--- src/rtl/conv_sched.sv ---
module conv_sched #(
  parameter int RATE_W      = 16,
  parameter int CLK_HZ      = 100_000_000,
  parameter int TIMEOUT_MS  = 150,
  parameter int TIMEOUT_CYC = CLK_HZ / 1000 * TIMEOUT_MS
) (
  input  logic              clk,
  input  logic              rst_n,
  input  logic              standby_i,
  input  logic              oneshot_i,
  input  logic [RATE_W-1:0] rate_period_i,
  input  logic              conv_done_i,
  output logic              conv_start_o,
  output logic              conv_abort_o,
  output logic              busy_o
);
  localparam int TMO_W = $clog2(TIMEOUT_CYC + 1);
  localparam logic [TMO_W-1:0] TMO_LAST = TMO_W'(TIMEOUT_CYC - 1);

  typedef enum logic [2:0] {EV_NONE, EV_SHOT, EV_STOP, EV_DONE, EV_TMO, EV_AUTO} ev_t;

  logic [RATE_W-1:0] rate_q;
  logic [TMO_W-1:0]  tmo_q;
  logic              busy_q, sb_q, start_q, abort_q;
  ev_t               ev;

  wire [RATE_W:0] rate_inc = {1'b0, rate_q} + (RATE_W+1)'(1);
  wire rate_due = rate_inc >= {1'b0, rate_period_i};
  wire stop_req = standby_i & ~sb_q & busy_q;
  wire tmo_hit  = busy_q & (tmo_q == TMO_LAST);
  wire auto_go  = ~busy_q & ~standby_i & rate_due;
  wire starting = (ev == EV_SHOT) | (ev == EV_AUTO);

  always_comb begin
    if (oneshot_i)                ev = EV_SHOT;
    else if (stop_req)            ev = EV_STOP;
    else if (busy_q & conv_done_i) ev = EV_DONE;
    else if (tmo_hit)             ev = EV_TMO;
    else if (auto_go)             ev = EV_AUTO;
    else                          ev = EV_NONE;
  end

  always_ff @(posedge clk) begin
    if (!rst_n) begin
      rate_q  <= '0;
      tmo_q   <= '0;
      busy_q  <= 1'b0;
      sb_q    <= 1'b0;
      start_q <= 1'b0;
      abort_q <= 1'b0;
    end else begin
      sb_q    <= standby_i;
      start_q <= starting;
      abort_q <= (ev == EV_STOP) | (ev == EV_TMO) | ((ev == EV_SHOT) & busy_q);

      case (ev)
        EV_SHOT, EV_AUTO:        busy_q <= 1'b1;
        EV_STOP, EV_DONE, EV_TMO: busy_q <= 1'b0;
        default:                 busy_q <= busy_q;
      endcase

      if (starting)
        tmo_q <= '0;
      else if (busy_q & (ev == EV_NONE))
        tmo_q <= tmo_q + TMO_W'(1);

      if (standby_i | starting)
        rate_q <= '0;
      else if (!rate_due)
        rate_q <= rate_inc[RATE_W-1:0];
    end
  end

  assign conv_start_o = start_q;
  assign conv_abort_o = abort_q;
  assign busy_o       = busy_q;
endmodule


--- config.mk ---
export PLATFORM = sky130hd
export DESIGN_NAME = conv_sched
export DESIGN_NICKNAME = d
export VERILOG_FILES = /design/src/rtl/conv_sched.sv
export SDC_FILE = /design/constraint.sdc
export NUM_CORES = 1
export LEC_CHECK = 0
export BUFFER_PORTS_ARGS = -buffer_cell sky130_fd_sc_hd__buf_2
export CORE_ASPECT_RATIO = 0.9
export CORE_MARGIN = 10
export CORE_UTILIZATION = 30
export CTS_CLUSTER_DIAMETER = 40
export DETAILED_ROUTE_END_ITERATION = 16
export MAX_ROUTING_LAYER = met4
export PLACE_DENSITY = 0.47
export REMOVE_ABC_BUFFERS = 1
export SETUP_SLACK_MARGIN = 0.05
export SYNTH_ARGS = -nofsm -noshare
export SYNTH_HDL_FRONTEND = slang
export SYNTH_SLANG_ARGS = --single-unit
--- constraint.sdc ---
create_clock -name clk -period 3.1 [get_ports clk]
set_input_delay 0.465 -clock clk [delete_from_list [all_inputs] [get_ports clk]]
set_output_delay 0.465 -clock clk [all_outputs]
set_load 0.03 [all_outputs]
Word-level counts from Yosys, hierarchy flattened:

Cells that the tools add are included.

* flip-flop bits (word level): 44
* bits of input ports: 21
* output and inout port bits: 3
* word-level logic and storage cells: 43

* add/sub/neg operators: 2
* $lt $le $gt $ge: 1
* equality and inequality tests: 6
* multiplexer cells: 6
* bitwise gates (word level): 16
* reduce and logical (&&, ||, !) cells: 6

Operator list (count)
* $add A24 B1 Y24 const B: 1
* $eq A24 B24 Y1 const B: 1
* $add A16 B1 Y17 const B: 1
* $ge A17 B16 Y1: 1
* $mux W3: 5
* $and A1 B1 Y1: 8
* $eq A3 B2 Y1 const B: 2
* $eq A3 B3 Y1 const B: 2
* $reduce_or A2 Y1: 3
* $not A1 Y1: 4
* $or A1 B1 Y1: 4
* $eq A3 B1 Y1 const B: 1
* $logic_not A3 Y1: 1
* $reduce_or A3 Y1: 1
* $pmux W1 S2: 1
* $reduce_bool A2 Y1: 1

Logic depth before layout (Yosys ltp):

Gate-level depths: netlist of the first run.

* word-level depth: 12
* gate-level depth with buffers: 14
* gate-level depth less buffers: 12

Least setup slack after synthesis of the first run:

No wires, ideal clock.

* path kind: register to register
* from: register rate_q[3]
* to: register tmo_q[9]
* arrival time: 2.949 ns
* slack: 0.037 ns
* cell stages (with the launch flop): 14
* period minus slack after synthesis: 3.063 ns
* cell sequence: dfxtp_1 > nand4_1 > nor3_1 > and3_1 > nor2b_1 > or2_2 > ha_1 > nand3_1 > nor3_1 > inv_1 > o211a_4 > o31ai_4 > buf_6 > nor2_1

* cells in the longest elaborated chain, start to end: 11

RTL lines
* start: declaration: line 22 `logic [RATE_W-1:0] rate_q;`
* start signal: assignment: line 70 `rate_q <= rate_inc[RATE_W-1:0];`
* $add A16 B1 Y17 *: line 27 `wire [RATE_W:0] rate_inc = {1'b0, rate_q} + (RATE_W+1)'(1);`
* via rate_inc[15]: line 27
* $ge A17 B16 Y1 *: line 28 `wire rate_due = rate_inc >= {1'b0, rate_period_i};`
* $and A1 B1 Y1 *: line 31 `wire auto_go = ~busy_q & ~standby_i & rate_due;`
* $mux W3 *: line 39 `else if (auto_go) ev = EV_AUTO;`
* $mux W3 *: line 38 `else if (tmo_hit) ev = EV_TMO;`
* $mux W3 *: line 37 `else if (busy_q & conv_done_i) ev = EV_DONE;`
* $mux W3 *: line 36 `else if (stop_req) ev = EV_STOP;`
* $mux W3 *: line 35 `if (oneshot_i) ev = EV_SHOT;`
* $eq A3 B1 Y1 or $eq A3 B3 Y1 (tied branches): line 32 `wire starting = (ev == EV_SHOT) | (ev == EV_AUTO);`
* $or A1 B1 Y1: line 32
* $reduce_or A2 Y1 (no line)
* end signal: assignment: line 65 `tmo_q <= tmo_q + TMO_W'(1);`
* end: declaration: line 23 `logic [TMO_W-1:0] tmo_q;`

The timed path passes the listed nets; every way through them passes the cells marked *.
A chain may end at the register's enable or synchronous reset.

Worst setup path after layout of the first run:

* from: register rate_q[1]
* to: register tmo_q[15]

The elaborated chain is that of the path after synthesis.

==> results of run 1 <==
## state kept, by name, summed over array words and instances, names as in the netlist
register / cells
conv_start_o: 1
busy_o: 1
rate_q: 16
conv_abort_o: 1
sb_q: 1
tmo_q: 24
## kinds of logic after synthesis
| family | Yosys count | synth area share |
|---|---|---|
| multiplexers | 1 | 0.00367 |
| flip-flops | 44 | 0.323 |
| AND/OR/NAND/NOR | 152 | 0.298 |
| AO/OA/AOI/OAI | 52 | 0.129 |
| XOR/XNOR | 35 | 0.112 |
| adder cells (fa/ha/maj) | 18 | 0.0826 |
| buffers and inverters | 31 | 0.0514 |
## path summary, 6_finish.rpt
kind / start / to / depth (start not counted)
hold / removal: rst_n / busy_o / 2
setup reg to reg: rate_q[1] / tmo_q[15] / 15
hold reg to reg: rate_q[15] / rate_q[15] / 2
setup / recovery: rate_q[1] / tmo_q[15] / 15
## metrics by stage
| stage | std cells | setup WS (ps) | setup TNS [ps] |
|---|---|---|---|
| detailed placement | 483 | -56.9 | -1270 |
| finish | 499 | 176 | 0 |
| global route | 499 | 13.7 | 0 |
| floorplan | 322 | -187 | -4470 |
| CTS | 491 | 71.5 | 0 |
| global placement | 483 | -29.7 | -678 |
## metal layers
metal	up-vias	GRT usage	share of wire
li1	1251	-	-
met1	1107	0.136	0.53
met2	31	0.150	0.43
met3	9	0.0249	0.032
met4	0	0.0288	0.012
met5	-	-	0
## layout make-up
type / instances / area [µm²]
well taps: 119 / 149
clock buffers: 6 / 82.6
fillers: 911 / 5320
multi-input cells: 258 / 1800
clock inverters: 2 / 38.8
flip-flops and latches: 44 / 890
repair buffers: 50 / 369
inverters: 20 / 75.1
## where the power goes
group          internal [W]  switching [W]
Combinational     0.0000420      0.0000523
Sequential         0.000567     0.00000248
Clock              0.000264       0.000210
## cell usage in the layout (no fill, tap or decap), types with 12 or more instances in the layout
cell / count
o21ai_0: 21
a21oi_1: 15
inv_1: 19
dfxtp_1: 41
buf_4: 23
nand3_1: 14
buf_2: 23
nand4_1: 14
xnor2_1: 12
ha_1: 15
nor2_1: 35
nand2_1: 29
xor2_1: 22
## timing repair
action / CTS / global route
resized for setup: 2 / 22
endpoints found under the setup margin: 33 / 42
pin swaps: 0 / 15
buffers inserted: 0 / 6
gates cloned: 0 / 3
==> results.sh, run 1 <==
export IMPL_outcome="completed"
export IMPL_power_w=0.00114
export IMPL_hpwl_um=4800
export IMPL_path_class="register to register"
export IMPL_cp_start_kind="register"
export IMPL_synth_edff_count=0
export IMPL_max_freq_ghz=0.342
export IMPL_num_rows=32
export IMPL_grt_usage=0.102
export IMPL_drc_errors=0
export IMPL_grt_start_max_net_pins=25
export IMPL_wl_per_cell_um=13.6
export IMPL_p_leak_nw=1.42
export IMPL_numCtsBuffers=5
export IMPL_worstMarginPinSlew_ps=759
export IMPL_io_pins=24
export IMPL_relSlewSlack=0.494
export IMPL_yosysTopAreaCell="dfxtp_1"
export IMPL_rsz0062_at_grt="no"
export IMPL_slew_viol_final=0
export IMPL_grt_overflow_total=0
export IMPL_core_um2=8730
export IMPL_postLayoutCoreUtil=0.390
export IMPL_cp_top_family="simple AND/OR/NAND/NOR gates"
export IMPL_root_buffer="clkbuf_8"
export IMPL_antenna_found_initial=0
export IMPL_worstSetupEndpointType="register"
export IMPL_netlist_instances=333
export IMPL_yosysUniqueCellTypes=47
export IMPL_stdcell_area_um2=3410
export IMPL_ys_seq_area_frac=0.323
export IMPL_cp_required_ps=3300
export IMPL_diodes=0
export IMPL_clk_pin_slew_ps=90
export IMPL_nets=418
export IMPL_grt_pass1_vias=2335
export IMPL_clock_sinks=44
export IMPL_power_density_nw_per_um2=334
export IMPL_cp_num_buf_inv=5
export IMPL_max_stage_delay_ps=380
export IMPL_place_area_um2=3080
export IMPL_cp_slowest_cell="dfxtp_4"
export IMPL_drive_gt1_frac=0.234
export IMPL_hold_ws_ps=414
export IMPL_fin_skew_ps=10.1
export IMPL_synth_most_common_cell="dfxtp_1"
export IMPL_ctsHoldBuffers=0
export IMPL_die_y_um=110
export IMPL_syn_area_um2=2730
export IMPL_syn_avg_cell_area_um2=8.19
export IMPL_drt_pass1_iterations=4
export IMPL_crit_top_cell="buf_4"
export IMPL_ir_worst_vdd_mv=0.198
export IMPL_synth_seq_cells=44
export IMPL_worstPathMaxFanout=7
export IMPL_ys_flop_type="dfxtp_1"
export IMPL_ys_warnings_count=0
export IMPL_num_vias=2398
export IMPL_setup_violations=0
export IMPL_initial_core_util=0.312
export IMPL_clockBufferDepth=2
export IMPL_period_minus_slack_ps=2920
export IMPL_maxCapViolCount=0
export IMPL_min_period_over_period=0.943
export IMPL_clkLatencyLatePin_ps=300
export IMPL_port_buffers=23
export IMPL_grt_pass1_wl_um=11200
export IMPL_cts_max_level=2
export IMPL_synthTopCellsByCount="dfxtp_1, nor2_1, nand2_1, xor2_1, o21ai_0"
export IMPL_synth_top_area_share=0.323
export IMPL_holdCritPathClass="input pin to register"
export IMPL_gp_congestion=0.815
export IMPL_r2r_slack_ps=180
export IMPL_vias_per_cell=4.81
export IMPL_crit_arrival_ps=3130
export IMPL_die_area_um2=13300
export IMPL_postRouteWirelength_um=6770
export IMPL_drtAntennaViolNets=0
export IMPL_synthArstFlopShare=0
export IMPL_drtIter0Drc=97
export IMPL_ys_top_cells_by_area="dfxtp_1, ha_1, xor2_1"
export IMPL_die_w_um=120
export IMPL_hold_viol=0
export IMPL_area_growth_pct=25.0
export IMPL_cts_tree="built"
export IMPL_crit_chain="ha_4, nand3_4, nor3_4, buf_4, buf_4, xor2_1, ha_1, nand2_2, nor3_4, inv_2, o211a_4, o31ai_4, buf_4, clkbuf_16, nor2_1"
Power figures use the tool's default switching activity.
==> inputs of run 2 (changes only) <==
==> config.mk (replaced) <==
export PLATFORM = sky130hd
export DESIGN_NAME = conv_sched
export DESIGN_NICKNAME = d
export VERILOG_FILES = /design/src/rtl/conv_sched.sv
export SDC_FILE = /design/constraint.sdc
export NUM_CORES = 1
export LEC_CHECK = 0
export BUFFER_PORTS_ARGS = -buffer_cell sky130_fd_sc_hd__buf_4
export CORE_ASPECT_RATIO = 0.9
export CORE_MARGIN = 10
export CORE_UTILIZATION = 50
export CTS_CLUSTER_DIAMETER = 40
export DETAILED_ROUTE_END_ITERATION = 16
export MAX_ROUTING_LAYER = met4
export PLACE_DENSITY = 0.71
export REMOVE_ABC_BUFFERS = 1
export SETUP_SLACK_MARGIN = 0.05
export SYNTH_ARGS = -nofsm -noshare
export SYNTH_HDL_FRONTEND = slang
export SYNTH_SLANG_ARGS = --single-unit
export TNS_END_PERCENT = 20
==> results.sh, run 2 (synthesis gave the netlist of run 1 again) <==
export IMPL_outcome="completed"
export IMPL_period_minus_slack_ps=2940
export IMPL_mostFrequentLayoutCells="buf_4, dfxtp_1, nor2_1"
export IMPL_clkLatencyLatePin_ps=300
export IMPL_holdCritPathClass="input pin to register"
export IMPL_cts_max_level=2
export IMPL_r2r_slack_ps=160
export IMPL_timing_rr_end="tmo_q[0]"
export IMPL_die_area_um2=8810
export IMPL_cp_slowest_cell="dfxtp_2"
export IMPL_drive_gt1_frac=0.220
export IMPL_drt_pass1_iterations=4
export IMPL_wl_per_cell_um=14.5
export IMPL_stdcell_area_um2=3350
export IMPL_top_regs="tmo_q: 24 flops, rate_q: 16 flops"
export IMPL_io_pins=24
export IMPL_drtIter0Drc=110
export IMPL_p_leak_nw=1.44
export IMPL_grt_pass1_vias=2268
export IMPL_drtAntennaViolNets=0
export IMPL_nets=419
export IMPL_relSlewSlack=0.494
export IMPL_core_um2=5260
export IMPL_port_buffers=23
export IMPL_cp_depth=14
export IMPL_die_w_um=97.8
export IMPL_largest_register="tmo_q"
export IMPL_worstSetupEndpointType="register"
export IMPL_hold_viol=0
export IMPL_area_growth_pct=22.9
export IMPL_power_density_nw_per_um2=339
export IMPL_hold_ws_ps=385
export IMPL_slew_viol_final=0
export IMPL_worstMarginPinSlew_ps=757
export IMPL_grt_overflow_total=0
export IMPL_maxCapViolCount=0
export IMPL_min_period_over_period=0.947
export IMPL_grt_pass1_wl_um=10300
export IMPL_post_place_ws_ps=-13.5
export IMPL_gp_congestion=0.835
export IMPL_reg2reg_from="rate_q[1]"
export IMPL_crit_top_cell="nor3_2"
export IMPL_crit_end="tmo_q[0]"
export IMPL_startpoint="rate_q[1]"
export IMPL_grt_start_max_net_pins=25
export IMPL_cp_start_kind="register"
export IMPL_num_rows=25
export IMPL_finalWorstSetupSlack_ps=164
export IMPL_tns_ps=0
export IMPL_max_freq_ghz=0.341
export IMPL_clockBufferDepth=2
export IMPL_max_stage_delay_ps=390
export IMPL_initial_core_util=0.519
export IMPL_die_y_um=90.1
export IMPL_ir_worst_vdd_mv=0.232
export IMPL_diodes=0
export IMPL_numCtsBuffers=5
export IMPL_hpwl_um=4480
export IMPL_cp_required_ps=3300
export IMPL_crit_arrival_ps=3140
export IMPL_clock_sinks=44
export IMPL_postLayoutCoreUtil=0.638
export IMPL_ctsHoldBuffers=0
export IMPL_rr_worst_depth=14
export IMPL_path_class="register to register"
export IMPL_place_area_um2=3060
export IMPL_num_vias=2465
export IMPL_vias_per_cell=5.50
export IMPL_crit_chain="nand4_1, nor3_2, and3_1, nor2b_1, or2_2, ha_1, nand3_1, nor3_2, inv_1, o211a_4, o31ai_4, buf_6, buf_12, nor2_1"
export IMPL_antenna_found_initial=0
export IMPL_worstPathMaxFanout=12
export IMPL_final_common_cell="buf_4"
export IMPL_grt_usage=0.138
export IMPL_setup_violations=0
export IMPL_cts_tree="built"
export IMPL_drc_errors=0
export IMPL_clk_pin_slew_ps=90
export IMPL_cp_num_buf_inv=3
export IMPL_fin_skew_ps=13.6
export IMPL_postRouteWirelength_um=6490
export IMPL_cp_top_family="simple AND/OR/NAND/NOR gates"
export IMPL_largest_reg_flops=24
export IMPL_root_buffer="clkbuf_8"
run 2: cell type report:
class / count / area, µm²
Clock buffer: 6 / 82.6
Clock inverter: 2 / 38.8
Fill cell: 455 / 1900
Inverter: 20 / 75.1
Multi-Input combinational cell: 258 / 1760
Sequential cell: 44 / 891
Tap cell: 67 / 83.8
Timing Repair Buffer: 51 / 420
run 2: power breakdown:
part | total, W | switching (W) | internal [W]
Clock | 0.000472 | 0.000208 | 0.000264
Combinational | 0.0000942 | 0.0000494 | 0.0000448
Sequential | 0.000571 | 0.00000263 | 0.000568
run 2: metrics by stage:
step,total power [W],instances
after floorplan,0.000624,322
after detailed placement,0.000667,429
after global placement,0.000666,429
after global routing,0.00118,448
after CTS,0.00113,437
final,0.00114,448
run 2: what timing repair did:
item | in CTS | in global routing
pin swaps | 0 | 6
buffers inserted | 0 | 9
resized for setup | 2 | 14
setup endpoints to repair | 35 | 42
hold endpoints to repair | 0 | 0
gates cloned | 0 | 2
run 2: worst min-delay path by stage:
stage	from	end	slack [ps]	depth (start not counted)
finish	rst_n	conv_start_o	380	2
global route	rst_n	conv_start_o	400	2
CTS	rst_n	conv_start_o	390	2
detailed placement	tmo_q[23]	tmo_q[23]	490	2
global placement	tmo_q[5]	tmo_q[5]	490	2
floorplan	tmo_q[23]	tmo_q[23]	470	2
run 2: layer usage:
metal,part of all wire,track usage,vias up
met1,0.49,0.184,1144
met4,0.013,0.0424,0
met5,0,-,-
met3,0.049,0.0337,8
li1,-,-,1259
met2,0.45,0.201,54
